### src/rtl/sweep_pkg.sv
package sweep_pkg;

    localparam int FREQ_W   = 24;
    localparam int CNT_W    = 9;
    localparam int SETTLE_W = 16;

    typedef enum logic [1:0] {
        OP_NONE   = 2'd0,
        OP_BEGIN  = 2'd1,
        OP_ADV    = 2'd2,
        OP_REPEAT = 2'd3
    } sweep_op_e;

    typedef struct packed {
        logic [FREQ_W-1:0]   start_code;
        logic [FREQ_W-1:0]   step_code;
        logic [CNT_W-1:0]    step_total;
        logic [SETTLE_W-1:0] settle_periods;
    } sweep_cfg_t;

    // Rational sine approximation for the centre of quarter-wave entry k.
    // Angle = pi*(2k+1)/(4Q); t = angle/pi; sin ~ 16t(1-t)/(5-4t(1-t)).
    function automatic int quarter_sine(input int k, input int qbits, input int amp);
        longint b;
        longint a;
        longint prod;
        longint den;
        longint num;
        b    = longint'(4) << qbits;
        a    = 2 * longint'(k) + 1;
        prod = a * (b - a);
        den  = 5 * b * b - 4 * prod;
        num  = longint'(amp) * 16 * prod;
        return int'((num + den / 2) / den);
    endfunction

endpackage

### src/rtl/sweep_regs.sv
module sweep_regs
    import sweep_pkg::*;
(
    input  logic       clk,
    input  logic       rst,
    input  logic       wr_en,
    input  logic [3:0] wr_addr,
    input  logic [7:0] wr_data,
    output sweep_cfg_t cfg
);

    always_ff @(posedge clk) begin
        if (rst) begin
            cfg <= '0;
        end else if (wr_en) begin
            case (wr_addr)
                4'd0: cfg.start_code[23:16]          <= wr_data;
                4'd1: cfg.start_code[15:8]           <= wr_data;
                4'd2: cfg.start_code[7:0]            <= wr_data;
                4'd3: cfg.step_code[23:16]           <= wr_data;
                4'd4: cfg.step_code[15:8]            <= wr_data;
                4'd5: cfg.step_code[7:0]             <= wr_data;
                4'd6: cfg.step_total[CNT_W-1:8]      <= wr_data[CNT_W-9:0];
                4'd7: cfg.step_total[7:0]            <= wr_data;
                4'd8: cfg.settle_periods[15:8]       <= wr_data;
                4'd9: cfg.settle_periods[7:0]        <= wr_data;
                default: ;
            endcase
        end
    end

endmodule

### src/rtl/sweep_ctrl.sv
module sweep_ctrl
    import sweep_pkg::*;
(
    input  logic              clk,
    input  logic              rst,
    input  sweep_op_e         op,
    input  sweep_cfg_t        cfg,
    input  logic              wrap,
    output logic [FREQ_W-1:0] fword,
    output logic              phase_clear,
    output logic              settled,
    output logic              done
);

    logic                running;
    logic [CNT_W-1:0]    steps_taken;
    logic [SETTLE_W-1:0] period_cnt;
    logic [SETTLE_W-1:0] period_tgt;
    logic                do_begin;
    logic                do_adv;
    logic                adv_blocked;
    logic                restart;

    always_comb begin
        do_begin    = (op == OP_BEGIN);
        do_adv      = running && (op == OP_ADV) && (steps_taken < cfg.step_total);
        adv_blocked = running && (op == OP_ADV) && (steps_taken >= cfg.step_total);
        restart     = do_begin || do_adv || (running && op == OP_REPEAT);
    end

    assign phase_clear = do_begin;
    assign settled     = running && (period_cnt == period_tgt);

    always_ff @(posedge clk) begin
        if (rst) begin
            running     <= 1'b0;
            fword       <= '0;
            steps_taken <= '0;
            done        <= 1'b0;
        end else if (do_begin) begin
            running     <= 1'b1;
            fword       <= cfg.start_code;
            steps_taken <= '0;
            done        <= 1'b0;
        end else if (do_adv) begin
            fword       <= fword + cfg.step_code;
            steps_taken <= steps_taken + 1'b1;
        end else if (adv_blocked) begin
            done        <= 1'b1;
        end
    end

    always_ff @(posedge clk) begin
        if (rst) begin
            period_cnt <= '0;
            period_tgt <= '0;
        end else if (restart) begin
            period_cnt <= '0;
            period_tgt <= cfg.settle_periods;
        end else if (wrap && period_cnt != period_tgt) begin
            period_cnt <= period_cnt + 1'b1;
        end
    end

    AST_FREQ_HOLD: assert property (@(posedge clk) disable iff (rst)
        ($past(op) == OP_NONE || $past(op) == OP_REPEAT) && !$past(rst) |-> $stable(fword));
    AST_DONE_STICKY: assert property (@(posedge clk) disable iff (rst)
        done && op != OP_BEGIN |=> done);
    AST_REPEAT_RESTART: assert property (@(posedge clk) disable iff (rst)
        running && op == OP_REPEAT && cfg.settle_periods != '0 |=> !settled);
    AST_SETTLE_HOLD: assert property (@(posedge clk) disable iff (rst)
        settled && op == OP_NONE |=> settled);

endmodule

### src/rtl/phase_accum.sv
module phase_accum #(
    parameter int ACC_W  = 27,
    parameter int FW     = 24,
    parameter int DIV_W  = 2,
    parameter int OUT_W  = 10
) (
    input  logic             clk,
    input  logic             rst,
    input  logic             clear,
    input  logic [FW-1:0]    fword,
    output logic [OUT_W-1:0] phase,
    output logic             wrap
);

    localparam int PAD_W = ACC_W + 1 - FW;

    logic [DIV_W-1:0] pre;
    logic [ACC_W-1:0] acc;
    logic [ACC_W:0]   sum;
    logic             tick;

    assign tick  = &pre;
    assign sum   = {1'b0, acc} + {{PAD_W{1'b0}}, fword};
    assign wrap  = tick && !clear && sum[ACC_W];
    assign phase = acc[ACC_W-1 -: OUT_W];

    always_ff @(posedge clk) begin
        if (rst || clear) begin
            pre <= '0;
            acc <= '0;
        end else begin
            pre <= pre + 1'b1;
            if (tick) begin
                acc <= sum[ACC_W-1:0];
            end
        end
    end

    AST_TICK_SPACING: assert property (@(posedge clk) disable iff (rst)
        tick |=> !tick);
    AST_PHASE_HOLD: assert property (@(posedge clk) disable iff (rst)
        !$past(tick) && !$past(clear) |-> $stable(acc));

endmodule

### src/rtl/sine_rom.sv
module sine_rom
    import sweep_pkg::*;
#(
    parameter int AW = 10,
    parameter int DW = 10
) (
    input  logic          clk,
    input  logic          rst,
    input  logic [AW-1:0] phase,
    output logic [DW-1:0] sample
);

    localparam int QB    = AW - 2;
    localparam int QN    = 1 << QB;
    localparam int MAG_W = DW - 1;
    localparam int AMP   = (1 << MAG_W) - 1;

    logic [MAG_W-1:0] quarter [QN];

    for (genvar i = 0; i < QN; i++) begin : g_rom
        assign quarter[i] = MAG_W'(quarter_sine(i, QB, AMP));
    end

    logic [QB-1:0]    idx;
    logic [MAG_W-1:0] mag;
    logic [DW-1:0]    pos;

    assign idx = phase[AW-2] ? ~phase[QB-1:0] : phase[QB-1:0];
    assign mag = quarter[idx];
    assign pos = {1'b0, mag};

    always_ff @(posedge clk) begin
        if (rst) begin
            sample <= '0;
        end else begin
            sample <= phase[AW-1] ? (~pos + 1'b1) : pos;
        end
    end

    AST_SAMPLE_SIGN: assert property (@(posedge clk) disable iff (rst)
        !$past(rst) |-> sample[DW-1] == $past(phase[AW-1]));

endmodule

### src/rtl/sweep_exciter.sv
module sweep_exciter
    import sweep_pkg::*;
#(
    parameter int ACC_W  = 27,
    parameter int DIV_W  = 2,
    parameter int SAMP_W = 10,
    parameter int LUT_AW = 10
) (
    input  logic              clk,
    input  logic              rst,
    input  logic              wr_en,
    input  logic [3:0]        wr_addr,
    input  logic [7:0]        wr_data,
    input  logic [1:0]        cmd,
    output logic [SAMP_W-1:0] sample,
    output logic [FREQ_W-1:0] freq_code,
    output logic              settled,
    output logic              sweep_done
);

    sweep_cfg_t          cfg;
    sweep_op_e           op;
    logic                clear;
    logic                wrap;
    logic [LUT_AW-1:0]   phase;

    assign op = sweep_op_e'(cmd);

    sweep_regs u_regs (
        .clk     (clk),
        .rst     (rst),
        .wr_en   (wr_en),
        .wr_addr (wr_addr),
        .wr_data (wr_data),
        .cfg     (cfg)
    );

    sweep_ctrl u_ctrl (
        .clk         (clk),
        .rst         (rst),
        .op          (op),
        .cfg         (cfg),
        .wrap        (wrap),
        .fword       (freq_code),
        .phase_clear (clear),
        .settled     (settled),
        .done        (sweep_done)
    );

    phase_accum #(
        .ACC_W (ACC_W),
        .FW    (FREQ_W),
        .DIV_W (DIV_W),
        .OUT_W (LUT_AW)
    ) u_acc (
        .clk   (clk),
        .rst   (rst),
        .clear (clear),
        .fword (freq_code),
        .phase (phase),
        .wrap  (wrap)
    );

    sine_rom #(
        .AW (LUT_AW),
        .DW (SAMP_W)
    ) u_rom (
        .clk    (clk),
        .rst    (rst),
        .phase  (phase),
        .sample (sample)
    );

endmodule

### config.mk
export PLATFORM = sky130hd
export DESIGN_NAME = sweep_exciter
export DESIGN_NICKNAME = d
export VERILOG_FILES = /design/src/rtl/sweep_pkg.sv /design/src/rtl/sweep_regs.sv /design/src/rtl/sweep_ctrl.sv /design/src/rtl/phase_accum.sv /design/src/rtl/sine_rom.sv /design/src/rtl/sweep_exciter.sv
export SDC_FILE = /design/constraint.sdc
export NUM_CORES = 1
export LEC_CHECK = 0
export BUFFER_PORTS_ARGS = -buffer_cell sky130_fd_sc_hd__buf_4
export CORE_MARGIN = 5
export CORE_UTILIZATION = 55
export DETAILED_ROUTE_END_ITERATION = 7
export PLACE_DENSITY = 0.75
export SLEW_MARGIN = 20
export SYNTH_ARGS = -nofsm -noshare
export SYNTH_HDL_FRONTEND = slang
export SYNTH_SLANG_ARGS = --single-unit
export TNS_END_PERCENT = 10
### constraint.sdc
create_clock -name clk -period 5.6 [get_ports clk]
set_input_delay 0.28 -clock clk [delete_from_list [all_inputs] [get_ports clk]]
set_output_delay 0.28 -clock clk [all_outputs]
set_load 0.02 [all_outputs]
# Word level (Yosys, flattened, before mapping)
# Memories as Yosys holds them, arrays and structs flattened.
# Cells that the tools add are included.
[word_totals]
reg_bits = 179
mem_bits_ro = 2304
in_bits = 17
out_inout_bits = 36
word_cells = 84
n_memories = 1
[op_classes]
add_sub_neg = 6
n_lt_le_gt_ge = 3
eq_ne = 14
mux = 6
n_bitwise = 5
reduce_logical = 29
[memory_table]
columns = ["memory", "depth", "width", "rd", "rd_ports_with_merged_regs", "wr", "line", "rtl"]
rows = [
  ["(name not given)", 256, 9, 1, 0, 0, "sine_rom.sv:29", "assign mag = quarter[idx];"],
]
[ops]
columns = ["cell", "n"]
rows = [
  ["24-bit 2-to-1 mux", 2],
  ["27-bit by 24-bit adder with 28-bit output", 1],
  ["9-bit 2-to-1 mux", 3],
  ["24-bit adder", 1],
  ["2-bit AND reduction", 12],
  ["16-bit by 1-bit adder with 16-bit output, second input constant", 1],
  ["16-bit equality test", 1],
  ["4-bit by 3-bit equality test with 1-bit output, second input constant", 4],
  ["16-bit inequality test", 1],
  ["10-bit by 1-bit adder with 10-bit output, second input constant", 1],
  ["9-bit NOT with 10-bit output", 1],
  ["9-bit by 1-bit adder with 9-bit output, second input constant", 1],
  ["9-bit greater-or-equal comparator", 1],
  ["9-bit greater-or-equal comparator, second input constant", 1],
  ["9-bit < comparator", 1],
  ["8-bit NOT with 9-bit output", 1],
  ["4-bit by 2-bit equality test with 1-bit output, second input constant", 2],
  ["4-bit equality test, second input constant", 2],
  ["1-bit logical AND", 8],
  ["8-bit 2-to-1 mux", 1],
  ["8-bit NOT", 1],
  ["2-bit OR reduction", 3],
  ["2-bit equality test, second input constant", 2],
  ["4-bit by 1-bit equality test with 1-bit output, second input constant", 1],
  ["other kinds (7)", 10],
]

# Depth between registers and ports, before layout
# Gate-level depths: netlist of the first run.
[logic_depth]
ltp_word = 9
depth_mapped = 21
ltp_nobuf = 15

# Cells and area by module
# A second synthesis of the first run with hierarchy kept.
[unflattened]
cells_unflattened = 1758
area_unflattened_um2 = 14152.3
[modules_own_cells]
columns = ["mod", "instances", "cells_per_inst", "area_per_inst_um2", "seq_area_each_um2"]
rows = [
  ["sine_rom", 1, 671, 4490.6, 200.2],
  ["sweep_ctrl", 1, 530, 4332.9, 1341.3],
  ["sweep_regs", 1, 263, 2935.3, 1461.4],
  ["phase_accum", 1, 294, 2393.5, 580.6],
]

# Least setup slack after synthesis of the first run
# No wires, ideal clock.
[synth_path]
kind = "flip-flop to flip-flop"
from = "register u_acc.acc[25]"
to = "register u_rom.sample[4]"
setup_time_ns = 0.128
arrival_time_ns = 3.614
required_time_ns = 5.472
slack_ns = 1.859
stages_incl_launch_ff = 21
n_path_buf = 6
synth_period_minus_slack_ns = 3.741
cell_sequence = "dfxtp_1 -> buf_6 -> buf_6 -> buf_6 -> buf_4 -> xnor2_1 -> ha_1 -> buf_4 -> or2_2 -> clkbuf_1 -> o21ai_0 -> a211oi_1 -> a32oi_1 -> o221ai_1 -> or3_4 -> inv_1 -> ha_1 -> inv_1 -> o31ai_1 -> xnor2_1 -> nor2_1"
[synth_via]
elab_chain_cells = 8
[synth_lines]
columns = ["item", "line", "rtl"]
rows = [
  ["start, declared", "phase_accum.sv:18", "logic [ACC_W-1:0] acc;"],
  ["start signal, assigned", "phase_accum.sv:34", "acc <= sum[ACC_W-1:0];"],
  ["8-bit 2-to-1 mux *", "sine_rom.sv:28", "assign idx = phase[AW-2] ? ~phase[QB-1:0] : phase[QB-1:0];"],
  ["8-bit NOT with 9-bit output (not written as such) *", "sine_rom.sv:29", ""],
  ["memory 256 x 9 bit *", "--", ""],
  ["9-bit 2-to-1 mux (not written as such) * (2 in series)", "sine_rom.sv:29", ""],
  ["9-bit NOT with 10-bit output", "sine_rom.sv:36", "sample <= phase[AW-1] ? (~pos + 1'b1) : pos;"],
  ["10-bit by 1-bit adder with 10-bit output", "sine_rom.sv:36", ""],
  ["9-bit 2-to-1 mux *", "sine_rom.sv:36", ""],
  ["end signal, assigned", "sine_rom.sv:36", ""],
  ["end, declared", "sine_rom.sv:10", "output logic [DW-1:0] sample"],
]
# Mark *: on every way between the ends. The rest lies on a longest branch, timed or not. The select of a mux whose other input is x is not followed.
# A chain may end at the register's enable or synchronous reset.

# Worst setup path in the final report of the first run
# Same ends and word-level chain as after synthesis.

==> results of run 1 <==
-- stage by stage --
step           hold WS, ps  std cells  area, sq um
2_1_floorplan          399       1710        13500
3_3_place_gp           407       1986        13900
3_5_place_dp           413       1986        13900
4_1_cts                201       2018        14600
5_1_grt                215       2018        14600
6_report               212       2018        14600
-- power breakdown --
| group | total, mW | internal [mW] | leakage [nW] | switching (mW) |
|---|---|---|---|---|
| clock | 1.29 | 0.631 | 0.310 | 0.661 |
| combinational | 0.162 | 0.0522 | 4.05 | 0.110 |
| sequential | 1.29 | 1.28 | 1.45 | 0.00936 |
-- area by class of cell --
class                      count  share of cell area (%)
clock buffer                  17                    2.92
sequential                   179                    24.6
clock inverter                15                    1.49
timing repair buffer          87                    4.48
tap                          324                    2.78
inverter                      37                   0.953
multi-input combinational   1359                    62.7
-- sequential cells by signal, indices dropped and copies added (netlist names) --
signal              flops
u_ctrl.running          1
u_regs.cfg             73
u_rom.sample           10
u_ctrl.period_cnt      16
u_ctrl.period_tgt      16
u_ctrl.fword           24
u_acc.acc              27
u_ctrl.done             1
u_ctrl.steps_taken      9
u_acc.pre               2
-- cell usage in the layout, fill, tap and decap left out, types with 12 or more instances in the layout --
master and instances:
sky130_fd_sc_hd__buf_4 87, sky130_fd_sc_hd__clkbuf_16 17, sky130_fd_sc_hd__nand2_1 109, sky130_fd_sc_hd__dfxtp_1 174
sky130_fd_sc_hd__xnor2_1 51, sky130_fd_sc_hd__o22ai_1 29, sky130_fd_sc_hd__a221oi_1 13, sky130_fd_sc_hd__a21o_1 25
sky130_fd_sc_hd__a31oi_1 21, sky130_fd_sc_hd__inv_1 34, sky130_fd_sc_hd__o211ai_1 18, sky130_fd_sc_hd__nand2b_1 33
sky130_fd_sc_hd__or3_1 13, sky130_fd_sc_hd__nand4_1 21, sky130_fd_sc_hd__xor2_1 27, sky130_fd_sc_hd__ha_1 64
sky130_fd_sc_hd__o21ai_0 90, sky130_fd_sc_hd__nor2b_1 26, sky130_fd_sc_hd__nand3_1 33, sky130_fd_sc_hd__a21oi_1 118
sky130_fd_sc_hd__and2_1 12, sky130_fd_sc_hd__o31ai_1 19, sky130_fd_sc_hd__a22oi_1 29, sky130_fd_sc_hd__o221ai_1 19
sky130_fd_sc_hd__mux2i_1 119, sky130_fd_sc_hd__and3_1 16, sky130_fd_sc_hd__a211oi_1 25, sky130_fd_sc_hd__nor2_1 212
sky130_fd_sc_hd__nor3_1 29
-- worst max-delay path: cells and delay by family (launching register included) --
family / cells / cell delay [ps]
DFF: 1 / 390
adders and majority gates: 2 / 890
buffers and inverters: 3 / 420
AOI/OAI and AO/OA: 5 / 1110
xor gates and xnor gates: 2 / 500
and+or+nand+nor: 3 / 700
-- cells by family after synthesis --
kind of cell / after synthesis
buffers and inverters: 172
AOI/OAI and AO/OA: 514
DFF: 179
and+or+nand+nor: 578
xor gates and xnor gates: 80
muxes: 120
adders and majority gates: 67
-- per-layer routing --
layer | routed length [um] | track usage [%] | vias up
li1 | - | - | 6266
met1 | 20200 | 44.5 | 6503
met2 | 21800 | 52.9 | 794
met3 | 4280 | 7.04 | 175
met4 | 2450 | 14.9 | 0
met5 | 0 | 0 | -
-- worst min path at each step --
| stage | slack, ps | endpoint | cells past startpoint |
|---|---|---|---|
| 2_1_floorplan | 400 | u_acc.pre[0] | 1 |
| 3_3_place_gp | 410 | u_acc.pre[0] | 1 |
| 3_5_place_dp | 410 | u_acc.pre[0] | 1 |
| 4_1_cts | 200 | u_rom.sample[4] | 2 |
| 5_1_grt | 210 | u_regs.cfg[64] | 3 |
| 6_report | 210 | u_regs.cfg[64] | 3 |
==> impl_summary.log, run 1 <==
INFO  metric synth-seq-cells = 179
INFO  metric synthDominantCellAreaShare = 26.5%
INFO  metric drv_slew = 0
INFO  metric dr_total_vias = 13738
INFO  metric core.rowCount = 57
INFO  metric cts.repair.resized = 0
INFO  metric detail-route-antenna-nets = 0
INFO  metric hp-class = in2reg
INFO  metric die_w = 167 um
INFO  metric required = 5940 ps
INFO  metric design.final.nets = 1764
INFO  metric peak_ir_drop_on_the_vdd_network = 164 uV
INFO  metric synth_fp_nets = 1793
INFO  metric wirelength = 48800 um
INFO  metric fin_worst_skew = 21.1 ps
INFO  metric peak_fanout_along_the_critical_path = 19
INFO  metric synth_top_cells_by_area = sky130_fd_sc_hd__dfxtp_1, sky130_fd_sc_hd__mux2i_1, sky130_fd_sc_hd__ha_1
INFO  metric netlist-cell-type-count = 95
INFO  metric path_clk_slew = 90 ps
INFO  metric synth.yosys.warnings = 0
INFO  metric relSlewSlack = 18.7%
INFO  metric clock_tree_from_tritoncts = built
INFO  metric post_route_cells_drive_above_1_share = 9.62%
INFO  metric synth_common_cells = sky130_fd_sc_hd__nor2_1, sky130_fd_sc_hd__dfxtp_1, sky130_fd_sc_hd__mux2i_1
INFO  metric startpoint_types = register
INFO  metric worstSetupEndpointType = register
INFO  metric synth_edf_count = 0
INFO  metric crit_path_start = u_acc.acc[25]
INFO  metric rr_endpoint = u_rom.sample[4]
INFO  metric asyncSetResetFlopFracSynth = 0%
INFO  metric synth_compound_area_share = 25.7%
INFO  metric critPathMaxStageDelay = 700 ps
INFO  metric setup_repair_after_global_routing_missed_its_margin = false
INFO  metric post-synth-top-count-cell = sky130_fd_sc_hd__nor2_1
INFO  metric dominantRegCellSynth = sky130_fd_sc_hd__dfxtp_1
INFO  metric run_status = complete, no violations
INFO  metric antenna_violations_before_repair = 0
INFO  metric total_power = 2.74 mW
INFO  metric routabilityCongestion = 1.08
INFO  metric place_hpwl = 34500 um
INFO  metric p_leak = 5.81 nW
INFO  metric vias_per_inst = 6.81
INFO  metric layout_min_cycle_time = 4130 ps
INFO  metric fin_util = 60.1%
INFO  metric globalRoute.totalOverflow = 0
INFO  metric worst-slew-pin-transition = 1210 ps
INFO  metric detail_route.wl_per_cell = 24.2 um
INFO  metric clk-insertion-delay-late = 450 ps
INFO  metric firstDrtPassIters = 6
INFO  metric r2r_setup_slack = 1470 ps
INFO  metric cp_slowest_cell = sky130_fd_sc_hd__ha_1
INFO  metric post-cts-setup-buffers = 0
INFO  metric clock_tree_root = sky130_fd_sc_hd__clkbuf_16
INFO  metric dpl_worst_slack = 1550 ps
INFO  metric cts_num_sinks = 179
INFO  metric grtUsageTotal = 33.6%
INFO  metric cellPowerDensity = 188 mW/mm^2
INFO  metric port_buffers = 52
INFO  metric fin_crit_sh = 73.7%
INFO  metric combinational_family_with_the_most_area_after_synthesis = compound AO/OA/AOI/OAI gates
INFO  metric filler_cell_count = 2185
INFO  metric cells_along_the_critical_path = xor2_1 -> ha_1 -> buf_4 -> or2_2 -> o221a_2 -> o21ai_0 -> a221oi_1 -> o221ai_1 -> or3_4 -> inv_1 -> ha_1 -> inv_1 -> o31ai_1 -> xnor2_1 -> nor2_1
INFO  metric critical_path.reg2reg.startpoint = u_acc.acc[25]
INFO  metric cts-root-to-sink-buffers = 2
INFO  metric synth-simple-area-share = 21.2%
INFO  metric core_area = 0.0242 sq mm
INFO  metric maxCapViolations = 0
INFO  metric cts-buffers-inserted = 17
INFO  metric grt_first_pass_wirelength = 75100 um
INFO  metric initial_utilization = 55.7%
INFO  metric synth.avg_cell_area = 7.90 sq um
INFO  metric multiInputGateArea = 0.00915 sq mm
INFO  metric yosys.area_share.adder = 6.30%
INFO  metric grt_max_degree = 94
INFO  metric timing.final.hold_violations = 0
INFO  metric die_h = 167 um
INFO  metric number_of_global_route_vias_before_repair = 12939
INFO  metric setup_viol = 0
INFO  metric antennaDiodeCount = 0
INFO  metric worst-setup-path-type = reg2reg
INFO  metric cts_max_level = 4
INFO  metric finalWorstSetupSlack = 1470 ps
INFO  metric flow.area_growth_from_synthesis = 7.86%
INFO  metric fmaxAchievable = 0.242 GHz
INFO  metric post_synth_inst_count = 1710
INFO  metric min_from = wr_data[7]
INFO  metric ctsHoldBuffers = 0
INFO  metric first_iter_violations = 1829
INFO  metric regArea = 0.00359 sq mm
INFO  metric post-synth-top-area-cell = sky130_fd_sc_hd__dfxtp_1
INFO  metric yosys.area_share.xor_xnor = 5.38%
INFO  metric arrival_time_at_the_worst_endpoint = 4470 ps
INFO  metric synth.mux.area_fraction = 8.90%
INFO  metric remaining_drc_errors = 0
INFO  metric die_area = 0.0278 sq mm
INFO  metric r2r.worst_path.cells = 15
INFO  metric syn_area = 0.0135 sq mm
INFO  metric share_of_synthesized_area_occupied_by_flip_flops_and_latches = 26.5%
INFO  metric finalSetupTns = 0 ps
INFO  metric cp-endpoint = u_rom.sample[4]
INFO  metric number_of_top_level_design_ports = 53
No activity file was read; power rests on OpenSTA's default activity.
==> inputs of run 2 (changes only) <==
--- a/config.mk
+++ b/config.mk
@@ -5,11 +5,12 @@
 export SDC_FILE = /design/constraint.sdc
 export NUM_CORES = 1
 export LEC_CHECK = 0
+export ABC_AREA = 1
 export BUFFER_PORTS_ARGS = -buffer_cell sky130_fd_sc_hd__buf_4
 export CORE_MARGIN = 5
 export CORE_UTILIZATION = 55
 export DETAILED_ROUTE_END_ITERATION = 7
-export PLACE_DENSITY = 0.75
+export PLACE_DENSITY = 0.78
 export SLEW_MARGIN = 20
 export SYNTH_ARGS = -nofsm -noshare
 export SYNTH_HDL_FRONTEND = slang
==> constraint.sdc (replaced) <==
create_clock -name clk -period 3.7 [get_ports clk]
set_input_delay 0.185 -clock clk [delete_from_list [all_inputs] [get_ports clk]]
set_output_delay 0.185 -clock clk [all_outputs]
set_load 0.02 [all_outputs]
==> run 2 against run 1 <==
Net effect: synthesized area down 11%; core utilization up 0.40 points; non-clock buffer count fell by 17; critical path type unchanged; sequential cell count unchanged.
==> impl_summary.log, run 2 <==
INFO  metric run_status = complete, no violations
INFO  metric clkPwrFrac = 43.7% (-3.3 points)
INFO  metric synth.yosys.warnings = 0 (unchanged)
INFO  metric cts_max_level = 4 (unchanged)
INFO  metric initial_utilization = 55.4% (-0.30 points)
INFO  metric use_met1 = 38.7% (-5.8 points)
INFO  metric routabilityCongestion = 0.976 (-9.8%)
INFO  metric worst-path-stages = 18 (+3)
INFO  metric number_of_global_route_vias_before_repair = 11613 (-10%)
INFO  metric maxCapViolations = 0 (unchanged)
INFO  metric multiInputGateArea = 0.00738 sq mm (-19%)
INFO  metric dominantRegCellSynth = sky130_fd_sc_hd__dfxtp_1
INFO  metric grt-busiest-layer = met2
INFO  metric design.final.nets = 1947 (+10%)
INFO  metric intPower = 3.10 mW (+58%)
INFO  metric synth_edf_count = 0 (unchanged)
INFO  metric wirelength = 36300 um (-26%)
INFO  metric critPathTopFamily = simple AND/OR/NAND/NOR gates
INFO  metric largest-register = u_regs.cfg
INFO  metric hold_ws = 57.3 ps (-155 ps)
INFO  metric worst-setup-path-type = reg2reg
INFO  metric seqPwrFrac = 45.9% (-1.2 points)
INFO  metric critPathMostFrequentCell = sky130_fd_sc_hd__nand2_1
INFO  metric arrival_time_at_the_worst_endpoint = 3490 ps (-980 ps)
INFO  metric vias_per_inst = 5.77 (-15%)
INFO  metric post_route_cells_drive_above_1_share = 8.95% (-0.67 points)
INFO  metric synth-seq-cells = 179 (unchanged)
INFO  metric filler_cell_count = 2037 (-6.8%)
INFO  metric fin_worst_skew = 19.0 ps (-2.06 ps)
INFO  metric die_h = 158 um (-5.3%)
INFO  metric post_synth_inst_count = 1847 (+8.0%)
INFO  metric post-synth-top-area-cell = sky130_fd_sc_hd__dfxtp_1
INFO  metric grt_max_degree = 58 (-38%)
INFO  metric antenna_violations_before_repair = 0 (unchanged)
INFO  metric die_area = 0.0249 sq mm (-10%)
INFO  metric startpoint_types = register
INFO  metric flow.area_growth_from_synthesis = 9.18%
INFO  metric r2r.worst_path.cells = 18 (+3)
INFO  metric ctsHoldBuffers = 0 (unchanged)
INFO  metric post-cts-setup-buffers = 0 (unchanged)
INFO  metric timing.final.hold_violations = 0 (unchanged)
INFO  metric grtUsageTotal = 29.0% (-4.6 points)
INFO  metric synth_top_cells_by_area = sky130_fd_sc_hd__dfxtp_1, sky130_fd_sc_hd__nand2_1, sky130_fd_sc_hd__nor2_1
INFO  metric peak_ir_drop_on_the_vdd_network = 360 uV (+120%)
INFO  metric gr-usage-met2 = 47.6% (-5.3 points)
INFO  metric synth_common_cells = sky130_fd_sc_hd__nand2_1, sky130_fd_sc_hd__nor2_1, sky130_fd_sc_hd__dfxtp_1
INFO  metric globalRoute.totalOverflow = 0 (unchanged)
INFO  metric cp_slowest_cell = sky130_fd_sc_hd__dfxtp_1
INFO  metric fin_crit_sh = 85.3% (+12 points)
INFO  metric detail-route-antenna-nets = 0 (unchanged)
INFO  metric worstSetupEndpointType = register
INFO  metric syn_area = 0.0120 sq mm (-11%)
INFO  metric setup_viol = 0 (unchanged)
INFO  metric synth.avg_cell_area = 6.51 sq um (-18%)
INFO  metric peak_fanout_along_the_critical_path = 10 (-9)
INFO  metric required = 4040 ps (-1900 ps)
INFO  metric grt_first_pass_wirelength = 58100 um (-23%)
INFO  metric clock_tree_from_tritoncts = built
INFO  metric die_w = 158 um (-5.3%)
INFO  metric switching_power = 1.26 mW (+62%)
INFO  metric clk-insertion-delay-late = 450 ps (about the same)
INFO  metric largest_register_ffs = 73 (unchanged)
INFO  metric cts-buffers-inserted = 17 (unchanged)
INFO  metric setup_repair_after_global_routing_missed_its_margin = false
INFO  metric netlist-cell-type-count = 52 (-45%)
INFO  metric fin_util = 60.5% (+0.40 points)
INFO  metric cts-root-to-sink-buffers = 2 (unchanged)
INFO  metric final_common_cell = sky130_fd_sc_hd__nand2_1
INFO  metric layout_min_cycle_time = 3160 ps (-972 ps)
INFO  metric p_leak = 6.05 nW (+4.1%)
INFO  metric cts.repair.resized = 0 (unchanged)
INFO  metric switching_share = 29.0% (+0.55 points)
INFO  metric critical_path.reg2reg.startpoint = u_acc.acc[25]
INFO  metric place_hpwl = 26400 um (-23%)
INFO  metric final_cell_mix = sky130_fd_sc_hd__nand2_1, sky130_fd_sc_hd__nor2_1, sky130_fd_sc_hd__dfxtp_1, sky130_fd_sc_hd__o21ai_0, sky130_fd_sc_hd__inv_1
INFO  metric core.rowCount = 54 (-5.3%)
INFO  metric cellPowerDensity = 332 mW/mm^2 (+77%)
INFO  metric port_buffers = 52 (unchanged)
INFO  metric first_iter_violations = 1189 (-35%)
INFO  metric post-synth-top-count-cell = sky130_fd_sc_hd__nand2_1
INFO  metric grt.met3_usage = 5.17% (-1.9 points)
INFO  metric cts_num_sinks = 179 (unchanged)
INFO  metric synthDominantCellAreaShare = 29.8% (+3.3 points)
INFO  metric worst-slew-pin-transition = 972 ps (-240 ps)
INFO  metric fmaxAchievable = 0.317 GHz (+31%)
INFO  metric r2r_setup_slack = 540 ps (-930 ps)
INFO  metric hp-class = in2reg
INFO  metric critPathMaxStageDelay = 580 ps (-120 ps)
INFO  metric crit_path_start = u_acc.acc[25]
INFO  metric remaining_drc_errors = 0 (unchanged)
INFO  metric asyncSetResetFlopFracSynth = 0% (unchanged)
INFO  metric relSlewSlack = 34.9% (+16 points)
INFO  metric largest_registers = u_regs.cfg (73), u_acc.acc (27), u_ctrl.fword (24)
INFO  metric combinationalPowerShare = 10.4% (+4.5 points)
INFO  metric detail_route.wl_per_cell = 16.8 um (-30%)
INFO  metric regArea = 0.00358 sq mm (-0.24%)
INFO  metric path_clk_slew = 80 ps (about the same)
INFO  metric core_area = 0.0217 sq mm (-11%)
INFO  metric number_of_top_level_design_ports = 53 (unchanged)
INFO  metric drv_slew = 0 (unchanged)
INFO  metric antennaDiodeCount = 0 (unchanged)
INFO  metric cells_along_the_critical_path = inv_6 -> nand2_1 -> nand2_2 -> ha_1 -> inv_1 -> nand3_1 -> nand2_1 -> o21ai_1 -> nor2_1 -> nand2_1 -> nand3_1 -> nand3_1 -> nand2_2 -> inv_2 -> nor2_2 -> nand2_1 -> a21oi_1 -> nor2_1
INFO  metric cp-endpoint = u_rom.sample[7]
INFO  metric synth_fp_nets = 1930 (+7.6%)
INFO  metric dr_total_vias = 12438 (-9.5%)
INFO  metric firstDrtPassIters = 8 (+2)
INFO  metric rr_endpoint = u_rom.sample[7]
INFO  metric cp.buffers_inverters = 3 (unchanged)
INFO  metric clock_tree_root = sky130_fd_sc_hd__clkbuf_16
INFO  metric share_of_synthesized_area_occupied_by_flip_flops_and_latches = 29.8% (+3.3 points)
INFO  metric finalSetupTns = 0 ps (unchanged)
run 2: cell type report:
cell class | count | share of cell area [%]
multi-input cells | 1423 | 56.2
flip-flops and latches | 179 | 27.3
inverters | 173 | 4.99
repair buffers | 70 | 4.00
clock buffers | 17 | 3.24
well taps | 280 | 2.67
clock inverters | 15 | 1.56
run 2: tightest hold or removal path, cell delays in order:
cell and delay [ps]:
sky130_fd_sc_hd__buf_4 120, sky130_fd_sc_hd__nand4_1 80, sky130_fd_sc_hd__a21oi_1 60
run 2: worst min-delay path by stage:
| stage | start | to | slack, ps | cells after the start |
|---|---|---|---|---|
| after floorplan | wr_addr[2] | u_regs.cfg[24] | 360 | 2 |
| after global placement | u_acc.pre[0] | u_acc.pre[0] | 410 | 1 |
| after detailed placement | u_acc.pre[0] | u_acc.pre[0] | 410 | 1 |
| after CTS | wr_addr[2] | u_regs.cfg[24] | 50 | 3 |
| after global routing | wr_data[7] | u_regs.cfg[64] | 80 | 3 |
| final | wr_addr[2] | u_regs.cfg[24] | 60 | 3 |
run 2: layer usage:
| layer | up-vias | wire length, um |
|---|---|---|
| met3 | 73 | 2760 |
| met5 | - | 0 |
| met4 | 0 | 871 |
| met1 | 5762 | 15800 |
| li1 | 6169 | - |
| met2 | 434 | 16800 |
run 2: through the flow:
stage          power (mW)  std cells  area (sq um)  setup slack (ps)
4_1_cts              4.37       2157         13100               592
2_1_floorplan        2.36       1847         12000              1180
5_1_grt              4.53       2157         13100               282
3_3_place_gp         2.49       2125         12500               643
6_report             4.36       2157         13100               544
3_5_place_dp         2.49       2125         12500               629
run 2: kinds of logic after synthesis:
kind of cell / synth area share (%)
flops: 29.8
compound gates: 16.9
simple gates: 33.2
xor+xnor: 4.31
buf+inv: 8.79
fa+ha+maj: 6.99
run 2: power groups by stage:
stage	registers (mW)	clock network, mW	logic [mW]
global placement	2.05	0	0.439
detailed placement	2.05	0	0.442
finish	2.00	1.91	0.453
CTS	2.00	1.92	0.447
floorplan	2.05	0	0.317
global route	2.01	2.02	0.503
